===== src/rtl/sbar_pkg.sv =====
package sbar_pkg;

    // Bits needed to hold the values 0..n
    function automatic int unsigned cnt_width(int unsigned n);
        return (n < 2) ? 1 : $clog2(n + 1);
    endfunction

endpackage


===== src/rtl/sbar_gate.sv =====
// Per-participant arrival qualification.
module sbar_gate (
    input  logic arrive_i,
    input  logic waiting_q_i,
    input  logic sense_q_i,
    input  logic release_q_i,
    output logic done_o,
    output logic accept_o,
    output logic dup_o
);
    always_comb begin
        done_o   = waiting_q_i && (sense_q_i == release_q_i);
        accept_o = arrive_i && (!waiting_q_i || done_o);
        dup_o    = arrive_i && waiting_q_i && !done_o;
    end
endmodule


===== src/rtl/sbar_tally.sv =====
// Serialized arrival counter with completion detection and release selection.
module sbar_tally #(
    parameter int unsigned NUM_PARTS = 4,
    parameter int unsigned CNT_W     = 3,
    parameter int unsigned SUM_W     = 3
) (
    input  logic [NUM_PARTS-1:0] accept_i,
    input  logic [NUM_PARTS-1:0] sense_i,
    input  logic [CNT_W-1:0]     count_q_i,
    input  logic                 release_q_i,
    output logic [CNT_W-1:0]     count_d_o,
    output logic                 release_d_o,
    output logic                 complete_o
);
    logic [SUM_W-1:0] sum;
    logic             pick;

    always_comb begin
        sum = SUM_W'(count_q_i);
        for (int i = 0; i < NUM_PARTS; i++) begin
            sum = sum + SUM_W'(accept_i[i]);
        end
        pick = release_q_i;
        for (int i = NUM_PARTS - 1; i >= 0; i--) begin
            if (accept_i[i]) pick = sense_i[i];
        end
        complete_o  = (sum == SUM_W'(NUM_PARTS));
        count_d_o   = complete_o ? '0 : CNT_W'(sum);
        release_d_o = complete_o ? pick : release_q_i;
    end
endmodule


===== src/rtl/sense_barrier.sv =====
module sense_barrier
    import sbar_pkg::*;
#(
    parameter int unsigned NUM_PARTS = 4,
    localparam int unsigned CNT_W    = cnt_width(NUM_PARTS),
    localparam int unsigned SUM_W    = cnt_width(2 * NUM_PARTS)
) (
    input  logic                 clk,
    input  logic                 rst_n,
    input  logic [NUM_PARTS-1:0] arrive_i,
    input  logic [NUM_PARTS-1:0] sense_i,
    output logic [NUM_PARTS-1:0] done_o,
    output logic                 release_o,
    output logic [CNT_W-1:0]     arrival_count_o,
    output logic                 error_o
);
    typedef struct packed {
        logic [CNT_W-1:0]     count;
        logic                 rel;
        logic [NUM_PARTS-1:0] sense;
        logic [NUM_PARTS-1:0] waiting;
        logic                 err;
    } bar_state_t;

    bar_state_t st_d, st_q;

    logic [NUM_PARTS-1:0] done_w, accept_w, dup_w;
    logic [CNT_W-1:0]     count_nx;
    logic                 release_nx;
    logic                 complete_w;

    for (genvar g = 0; g < NUM_PARTS; g++) begin : g_slot
        sbar_gate u_gate (
            .arrive_i    (arrive_i[g]),
            .waiting_q_i (st_q.waiting[g]),
            .sense_q_i   (st_q.sense[g]),
            .release_q_i (st_q.rel),
            .done_o      (done_w[g]),
            .accept_o    (accept_w[g]),
            .dup_o       (dup_w[g])
        );
    end

    sbar_tally #(
        .NUM_PARTS (NUM_PARTS),
        .CNT_W     (CNT_W),
        .SUM_W     (SUM_W)
    ) u_tally (
        .accept_i    (accept_w),
        .sense_i     (sense_i),
        .count_q_i   (st_q.count),
        .release_q_i (st_q.rel),
        .count_d_o   (count_nx),
        .release_d_o (release_nx),
        .complete_o  (complete_w)
    );

    always_comb begin
        st_d         = st_q;
        st_d.count   = count_nx;
        st_d.rel     = release_nx;
        st_d.sense   = (accept_w & sense_i) | (~accept_w & st_q.sense);
        st_d.waiting = accept_w | (st_q.waiting & ~done_w);
        st_d.err     = |dup_w;
    end

    always_ff @(posedge clk or negedge rst_n) begin
        if (!rst_n) begin
            st_q <= '0;
        end else begin
            st_q <= st_d;
        end
    end

    assign done_o          = done_w;
    assign release_o       = st_q.rel;
    assign arrival_count_o = st_q.count;
    assign error_o         = st_q.err;

    // the count never holds a full set of arrivals
    p_count_bound_r2: assert property (@(posedge clk) disable iff (!rst_n)
        arrival_count_o < CNT_W'(NUM_PARTS));

    // release flag moves only together with a wrap of the count
    p_release_on_wrap_r4: assert property (@(posedge clk) disable iff (!rst_n)
        (release_o != $past(release_o)) |-> (arrival_count_o == '0));

    // done appears only in the cycle right after a wrap
    p_done_at_wrap_r5: assert property (@(posedge clk) disable iff (!rst_n)
        (|done_o) |-> (arrival_count_o == '0));

    // a duplicate arrival is reported in the next cycle
    p_err_follows_dup_r7: assert property (@(posedge clk) disable iff (!rst_n)
        (|(arrive_i & st_q.waiting & ~done_o)) |=> error_o);

    // a duplicate leaves the count untouched when nobody else arrives
    p_dup_keeps_count_r7: assert property (@(posedge clk) disable iff (!rst_n)
        ((arrive_i & ~(st_q.waiting & ~done_o)) == '0) |=> $stable(arrival_count_o));
endmodule


===== config.mk =====
export PLATFORM = sky130hd
export DESIGN_NAME = sense_barrier
export DESIGN_NICKNAME = d
export VERILOG_FILES = /design/src/rtl/sbar_pkg.sv /design/src/rtl/sbar_gate.sv /design/src/rtl/sbar_tally.sv /design/src/rtl/sense_barrier.sv
export SDC_FILE = /design/constraint.sdc
export NUM_CORES = 1
export LEC_CHECK = 0
export BUFFER_PORTS_ARGS = -buffer_cell sky130_fd_sc_hd__buf_2
export CAP_MARGIN = 10
export CORE_MARGIN = 10
export CORE_UTILIZATION = 51
export CTS_CLUSTER_SIZE = 8
export DETAILED_ROUTE_END_ITERATION = 6
export PLACE_DENSITY = 0.76
export SLEW_MARGIN = 20
export SYNTH_ARGS = -nofsm -noshare
export SYNTH_HDL_FRONTEND = slang
export SYNTH_SLANG_ARGS = --single-unit
export TNS_END_PERCENT = 50

===== constraint.sdc =====
create_clock -name clk -period 3.6 [get_ports clk]
set_clock_uncertainty 0.2 [all_clocks]
set_input_delay 0.72 -clock clk [delete_from_list [all_inputs] [get_ports clk]]
set_output_delay 0.72 -clock clk [all_outputs]
set_load 0.01 [all_outputs]

# Word-level counts from Yosys, hierarchy flattened
# Cells that the tools add are included.
# totals
regBits	13
elab_cells	57
inputBits	10
out_inout_bits	9
# classes
addsub	4
n_reduce_logical	31
n_eq_ne	5
bitwise	7
mux	5
# op_table
cell	count
$logic_and 1x1->1	16
$add 4x1->4	3
$and 4x4->4	3
$logic_not 1->1	8
$not 4->4	2
$or 4x4->4	2
$add 3x1->4	1
$eq 1x1->1	4
$eq 4x3->1 const B	1
$logic_or 1x1->1	4
$mux 1	4
$reduce_bool 4->1	1
$reduce_or 4->1	1
$mux 3	1
$reduce_and 2->1	1

# Longest topological paths before layout
# Gate-level depths: netlist of the first run.
# logic_depth
ltp_word	10
mapped_depth	12
depth_no_buf	11

# Cells and area by module
# A second synthesis of the first run with hierarchy kept.
# hier_totals
cells_unflattened	68
area_unflattened_um2	742.0
# by_module_without_submodules
module	seq_area_each_um2	n_inst	area_per_inst_um2	cells_per_inst
sense_barrier	325.3	1	445.4	29
sbar_tally	0.0	1	176.4	19
sbar_gate	0.0	4	30.0	5

# Least setup slack after synthesis of the first run
# No wires, ideal clock.
# synth_path
path_type	in2reg
start	input arrive_i[0]
end	register st_q, in the netlist release_o
arrival_ns	3.046
n_path_buf	0
path_slack_ns	0.226
cell_stages	10
setup_time_ns	0.128
t_required_ns	3.272
path_cell_list	a21boi_2 fa_1 inv_1 fa_1 inv_1 fa_1 nor2_1 nand2_1 nor3_1 mux2_1
# synth_via
elab_chain_len	7
elab_cells_between_ends	9
cone_classes	add/sub (4); eq/ne (1); mux (1); reduce/logical (3)
# synth_lines
element	line_no	source
from (decl)	sense_barrier.sv:10	input logic [NUM_PARTS-1:0] arrive_i,
$logic_and 1x1->1 (*)	sbar_gate.sv:13	accept_o = arrive_i && (!waiting_q_i || done_o);
$add 3x1->4	sbar_tally.sv:21	sum = sum + SUM_W'(accept_i[i]);
$add 4x1->4 (3 in a row)	sbar_tally.sv:21	
$eq 4x3->1	sbar_tally.sv:27	complete_o = (sum == SUM_W'(NUM_PARTS));
$reduce_and 2->1 (no line)	n/a	
to (signal assigned)	sense_barrier.sv:71	st_q <= st_d;
to (decl)	sense_barrier.sv:25	bar_state_t st_d, st_q;
# Every way passes the cells marked *; elsewhere a longest branch is shown, timed or not.
# A chain may end at the register's enable or synchronous reset.

# Final worst setup path of the first run
# layout_path
start	register st_q, in the netlist release_o
end	register st_q, in the netlist release_o
# layout_via
elab_chain_len	10
elab_cells_between_ends	26
cone_classes	add/sub (4); eq/ne (5); mux (3); reduce/logical (14)
# layout_lines
element	line_no	source
$eq 1x1->1	sbar_gate.sv:12	done_o = waiting_q_i && (sense_q_i == release_q_i);
$logic_and 1x1->1	sbar_gate.sv:12	
$logic_or 1x1->1	sbar_gate.sv:13	
$logic_and 1x1->1	sbar_gate.sv:13	
$add 3x1->4	sbar_tally.sv:21	
$add 4x1->4 (3 in a row)	sbar_tally.sv:21	
$eq 4x3->1	sbar_tally.sv:27	
$reduce_and 2->1 (no line)	n/a	
# Parallel ways exist; a longest one is shown, timed or not.

==> parameters.txt, run 1 <==
Parameter                              Value

Placement
  Global placer's final weighted congestion    0.727
  # port buffers    18
  Placed cell areas    907 um2
  Detailed-placement wirelength estimate    1250 um
  Post-place setup slack    0.0413 ns

Power and ir drop
  Power share of the clock group    0.087
  Fraction of power spent switching nets    0.454
  Largest vdd supply drop    0.000617 V
  Share of total power in combinational logic    0.615
  Internal portion of total power    561 uW
  Overall power of the completed layout    1030 uW
  Pwr Density    1100 nW/um2
  Total leakage power    0.000472 uW
  Switching power    467 uW
  Fraction of power consumed by sequential logic    0.297

Run
  Number of violations of the max-capacitance limit    0

Synthesis
  Fraction of the yosys area taken by sequential cells    0.397
  Post-synthesis area per instance    10.6 um2
  Net count of the mapped netlist    91
  Post-synthesis cell area    820 um2
  Yosys cell types    30
  Synth Flop Type    sky130_fd_sc_hd__dfrtp_1
  Synth warnings    0
  FF+latch count, synth    13
  Number of enable-type register cells in the synthesized netlist    0
  Post-synth ARST share    1.00
  Cells after synthesis    77

CTS
  CTS hold repair buffers    0
  Clock buffer count from CTS    3
  Clock slew seen by the registers of the worst setup and hold paths    0.08 ns
  CTS tree    yes
  Maximum root-to-sink buffer count    2
  Cts repair resizes    0
  Clock latency on the worst-skew pair    0.27 ns
  H-Tree Level Count    1
  Total setup buffers inserted after CTS    0
  Clock Sink Count    13
  Library cell used as clock root buffer    sky130_fd_sc_hd__clkbuf_4

Global routing
  Vias in the first global route    591
  Number of antenna violations at the first check in global routing    0
  Overflow left after global routing    0
  Maximum number of pins on one net before global-route repair    14
  Overall track demand over capacity in global routing    0.0868
  Wire length of the first global-routing pass    2500 um

Die
  Initial cell density of the core    0.544
  Die area    3610 um2
  Number of rows created at floorplan    14
  Core outline area    1510 um2
  Height of the die    60.1 um
  I/O pin total    19
  Chip Width    60.1 um

Setup path
  Maximum fanout encountered on the critical timing path    5
  Critical path arrival    3.32 ns
  Origin of the critical flop-to-flop path    release_o
  Worst Setup Path Type    reg -> reg
  CP startpoint kind    register
  Startpoint of the most critical setup path    release_o
  Critical path capture point    release_o
  Register-to-register setup slack    0.24 ns
  Worst reg2reg endpoint    release_o
  Critical path capture point type    register
  R2R cell count    11
  Critical Path RT    3.56 ns

STA
  Final worst-path setup slack    0.238 ns
  Final count of pins violating max slew    0
  Crit path time final    3.36 ns
  Fin. Hold Viols    0
  Max-slew headroom    0.800
  Total Neg Setup Slack    0 ns
  Ratio of final minimum period to clock period    0.934
  Number of setup violations in the final report    0
  Max Clk Rate    297 MHz
  Slew at the pin closest to its max-slew limit    0.300 ns
  RSZ-0062 raised after global routing    no

Drt
  Ratio of routed vias to standard cells    4.88
  Vias    547
  Router iterations before antenna repair    4
  Post-detailed-route DRC marker count    0
  Number of nets still failing antenna checks after routing    0
  Wirelength per Cell    13.2 um
  Total Wirelength    1480 um
  Initial drt markers    10

Cells and area
  Syn-to-layout area delta    14.0%
  Final core utilization    0.620
  Number of nets at the end of the flow    111
  Area of all placed cells without fillers    935 um2
  Fraction of layout cells with a size suffix above 1    0.385
  Antenna diode count    0
  Fillers    141

Min path
  Path type of the worst min-delay path    in -> async

Outcome
  Status    finished, final reports clean
-- metrics by stage --
stage                     hold WS, ns  instances
after floorplan                 0.224         77
after global placement          0.323        108
after detailed placement        0.333        108
after CTS                       0.137        112
after global routing            0.135        112
final                           0.125        112
-- cell families (layout without fill, tap and decap cells) --
kind of cell	Yosys count	in the layout	synth area share
compound gates	12	12	0.142
xor+xnor	5	5	0.104
fa+ha+maj	4	4	0.0886
buf+inv	17	36	0.105
flops	13	13	0.397
mux	2	2	0.0275
simple gates	24	24	0.136
-- cell usage after synthesis (2+ instances only) --
cell,number,area share
sky130_fd_sc_hd__dfrtp_1,13,0.40
sky130_fd_sc_hd__o21ai_0,2,0.012
sky130_fd_sc_hd__inv_1,11,0.050
sky130_fd_sc_hd__nor2_1,6,0.027
sky130_fd_sc_hd__a21boi_2,3,0.041
sky130_fd_sc_hd__a21o_1,2,0.018
sky130_fd_sc_hd__xor2_2,3,0.060
sky130_fd_sc_hd__nand3_1,3,0.018
sky130_fd_sc_hd__nand2_1,8,0.037
sky130_fd_sc_hd__buf_4,4,0.037
sky130_fd_sc_hd__fa_1,3,0.073
-- area by class of cell --
cell class | instances | area [um2] | share of cell area
Tap cell | 16 | 20.0 | 0.0214
Sequential cell | 13 | 327 | 0.349
Clock buffer | 4 | 26.3 | 0.0281
Timing Repair Buffer | 21 | 113 | 0.120
Multi-Input combinational cell | 47 | 408 | 0.436
Inverter | 11 | 41.3 | 0.0442
-- power by group through the flow --
stage	clock network [uW]	registers [uW]	logic, uW
2_1_floorplan	0	300	538
6_report	89.6	306	633
4_1_cts	92.7	307	648
3_5_place_dp	0	309	642
5_1_grt	99.2	318	729
3_3_place_gp	0	304	629
-- critical path, cell delays in order (launching register included) --
cell and delay [ns]:
sky130_fd_sc_hd__dfrtp_2 0.49, sky130_fd_sc_hd__xor2_4 0.23, sky130_fd_sc_hd__a21boi_2 0.09, sky130_fd_sc_hd__fa_1 0.51, sky130_fd_sc_hd__inv_1 0.06, sky130_fd_sc_hd__fa_1 0.43, sky130_fd_sc_hd__inv_1 0.08, sky130_fd_sc_hd__fa_1 0.43
sky130_fd_sc_hd__nor2_1 0.13, sky130_fd_sc_hd__nand2_1 0.07, sky130_fd_sc_hd__nor3_1 0.20, sky130_fd_sc_hd__mux2_1 0.34
-- cell usage in the layout, fill, tap and decap left out, types with 2 or more instances in the layout --
master / instances
sky130_fd_sc_hd__a21o_1: 2
sky130_fd_sc_hd__a21boi_2: 3
sky130_fd_sc_hd__dfrtp_1: 12
sky130_fd_sc_hd__xor2_2: 3
sky130_fd_sc_hd__nor2_1: 6
sky130_fd_sc_hd__inv_1: 11
sky130_fd_sc_hd__fa_1: 3
sky130_fd_sc_hd__buf_2: 18
sky130_fd_sc_hd__clkbuf_4: 3
sky130_fd_sc_hd__o21ai_0: 2
sky130_fd_sc_hd__nand2_1: 8
sky130_fd_sc_hd__buf_4: 3
sky130_fd_sc_hd__nand3_1: 3
-- how the worst min path moves through the flow --
stage / start / endpoint / slack [ns] / depth (start not counted)
after floorplan: rst_n / async pin / 0.22 / 0
after global placement: register / register / 0.32 / 2
after detailed placement: register / register / 0.33 / 2
after CTS: rst_n / arrival_count_o[0] / 0.14 / 1
after global routing: rst_n / arrival_count_o[0] / 0.14 / 1
final: rst_n / arrival_count_o[0] / 0.13 / 1
-- layer usage --
layer	wire (um)	GRT usage
met1	578	0.0937
met2	809	0.163
met3	91	0.0339
met4	0	0
met5	0	0
No activity file was read; power rests on OpenSTA's default activity.
==> run 2, diff against run 1 <==
--- a/config.mk
+++ b/config.mk
@@ -8,10 +8,12 @@
 export BUFFER_PORTS_ARGS = -buffer_cell sky130_fd_sc_hd__buf_2
 export CAP_MARGIN = 10
 export CORE_MARGIN = 10
-export CORE_UTILIZATION = 51
+export CORE_UTILIZATION = 54
+export CTS_BUF_LIST = sky130_fd_sc_hd__clkbuf_8
 export CTS_CLUSTER_SIZE = 8
 export DETAILED_ROUTE_END_ITERATION = 6
-export PLACE_DENSITY = 0.76
+export PLACE_DENSITY = 0.8
+export SETUP_SLACK_MARGIN = 0.1
 export SLEW_MARGIN = 20
 export SYNTH_ARGS = -nofsm -noshare
 export SYNTH_HDL_FRONTEND = slang
==> parameters.txt, run 2 (synthesized netlist as in run 1, its figures left out) <==
Parameter                              Value

Placement
  Global placer's final weighted congestion    0.779
  Detailed-placement wirelength estimate    1340 um
  Placed cell areas    906 um2
  # port buffers    18

CTS
  Clock Sink Count    13
  Maximum root-to-sink buffer count    2
  Library cell used as clock root buffer    sky130_fd_sc_hd__clkbuf_8
  H-Tree Level Count    1
  CTS hold repair buffers    0
  Clock slew seen by the registers of the worst setup and hold paths    0.06 ns
  CTS tree    yes
  Clock buffer count from CTS    3
  Clock latency on the worst-skew pair    0.24 ns

Drt
  Initial drt markers    12
  Ratio of routed vias to standard cells    5.08
  Total Wirelength    1700 um
  Wirelength per Cell    15.0 um
  Vias    574
  Post-detailed-route DRC marker count    0
  Number of nets still failing antenna checks after routing    0
  Router iterations before antenna repair    4

STA
  Max-slew headroom    0.790
  Final count of pins violating max slew    0
  Slew at the pin closest to its max-slew limit    0.316 ns
  Ratio of final minimum period to clock period    0.928
  Total Neg Setup Slack    0 ns
  Max Clk Rate    299 MHz
  Number of setup violations in the final report    0
  Crit path time final    3.34 ns
  Tightest hold margin    0.160 ns
  Fin. Hold Viols    0
  RSZ-0062 raised after global routing    no

Setup path
  Critical path capture point type    register
  Worst Setup Path Type    reg -> reg
  Critical path arrival    3.27 ns
  Critical Path RT    3.52 ns
  Maximum fanout encountered on the critical timing path    4
  CP startpoint kind    register

Cells and area
  Commonest non-fill, non-tap cell in the layout    sky130_fd_sc_hd__buf_2
  Number of nets at the end of the flow    113
  Area of all placed cells without fillers    986 um2
  Antenna diode count    0
  Footprint of the multi-input gates    427 um2
  Register area    327 um2
  Fillers    111
  Syn-to-layout area delta    20.3%
  Leading cell types in the layout, fill and taps excluded    sky130_fd_sc_hd__buf_2, sky130_fd_sc_hd__inv_1, sky130_fd_sc_hd__dfrtp_1
  Fraction of layout cells with a size suffix above 1    0.418

Die
  Core outline area    1370 um2
  Number of rows created at floorplan    13
  Height of the die    59.0 um
  Chip Width    59.0 um
  I/O pin total    19
  Initial cell density of the core    0.600
  Die area    3480 um2

Global routing
  Wire length of the first global-routing pass    2770 um
  Maximum number of pins on one net before global-route repair    14
  Overall track demand over capacity in global routing    0.103
  Number of antenna violations at the first check in global routing    0
  Vias in the first global route    613
  Overflow left after global routing    0

Power and ir drop
  Total leakage power    0.000496 uW
  Largest vdd supply drop    0.000682 V
  Pwr Density    1170 nW/um2

Outcome
  Status    finished, final reports clean

Min path
  Path type of the worst min-delay path    in -> async

Run
  Number of violations of the max-capacitance limit    0
[run 2: cell count changes in the layout (fill, tap and decap cells not counted)]
cell                       delta
sky130_fd_sc_hd__xor2_4       +1
sky130_fd_sc_hd__clkbuf_8     +3
sky130_fd_sc_hd__nor2_2       +1
sky130_fd_sc_hd__nor3_1       -1
sky130_fd_sc_hd__nor3_2       +1
sky130_fd_sc_hd__xor2_2       -1
sky130_fd_sc_hd__inv_1        +1
sky130_fd_sc_hd__clkbuf_1     -1
sky130_fd_sc_hd__buf_4        +2
sky130_fd_sc_hd__nor2_1       -1
sky130_fd_sc_hd__clkbuf_4     -3
[run 2: path summary, 6_finish.rpt]
check	slack (ns)	cells after the start	endpoint	start
worst max register to register	0.26	11	release_o	release_o
max in group asynchronous	2.78	1	release_o	rst_n
worst min-delay path	0.16	1	async pin	rst_n
min in group clk	0.35	2	register	register
worst min register to register	0.35	2	register	register
worst max-delay path	0.26	11	release_o	release_o
[run 2: timing repair]
action / 4_1_cts / 5_1_grt
endpoints found under the hold margin: 0 / 0
pin swaps: 0 / 2
setup endpoints to repair: 1 / 1
gates resized for setup: 1 / 3
buffers inserted: 0 / 2
[run 2: where the power goes]
part           switching, uW  internal, uW  total [uW]
registers               88.3           226         314
clock network           52.9          75.3         128
logic                    379           333         711
total                    520           634        1150
[run 2: through the flow]
stage	instances	utilization	setup WS (ns)	power [uW]
after floorplan	77	-	0.226	838
after global placement	107	0.663	0.0815	920
after detailed placement	107	0.663	-0.0312	962
after CTS	111	0.697	0.151	1110
after global routing	113	0.722	0.121	1270
final	113	0.722	0.258	1150
[run 2: critical path, cell delays in order (launching register included)]
cell and delay (ns):
sky130_fd_sc_hd__dfrtp_2 0.49, sky130_fd_sc_hd__xor2_4 0.19, sky130_fd_sc_hd__a21boi_2 0.10, sky130_fd_sc_hd__fa_1 0.51, sky130_fd_sc_hd__inv_1 0.06, sky130_fd_sc_hd__fa_1 0.44
sky130_fd_sc_hd__inv_1 0.09, sky130_fd_sc_hd__fa_1 0.45, sky130_fd_sc_hd__nor2_2 0.11, sky130_fd_sc_hd__nand2_1 0.07, sky130_fd_sc_hd__nor3_2 0.16, sky130_fd_sc_hd__mux2_1 0.34
[run 2: layout make-up]
cell class / count / share of cell area
clock buffers: 3 / 0.0419
clock inverters: 1 / 0.00381
inverters: 11 / 0.0419
multi-input cells: 47 / 0.433
flip-flops and latches: 13 / 0.331
well taps: 15 / 0.0190
repair buffers: 23 / 0.129
[run 2: routing by layer]
layer | vias to the layer above | GRT usage | share of wire
met4 | 0 | 0.0295 | 0.012
met3 | 4 | 0.0494 | 0.088
met1 | 273 | 0.103 | 0.39
met2 | 15 | 0.185 | 0.51
li1 | 282 | - | -
met5 | - | 0 | 0
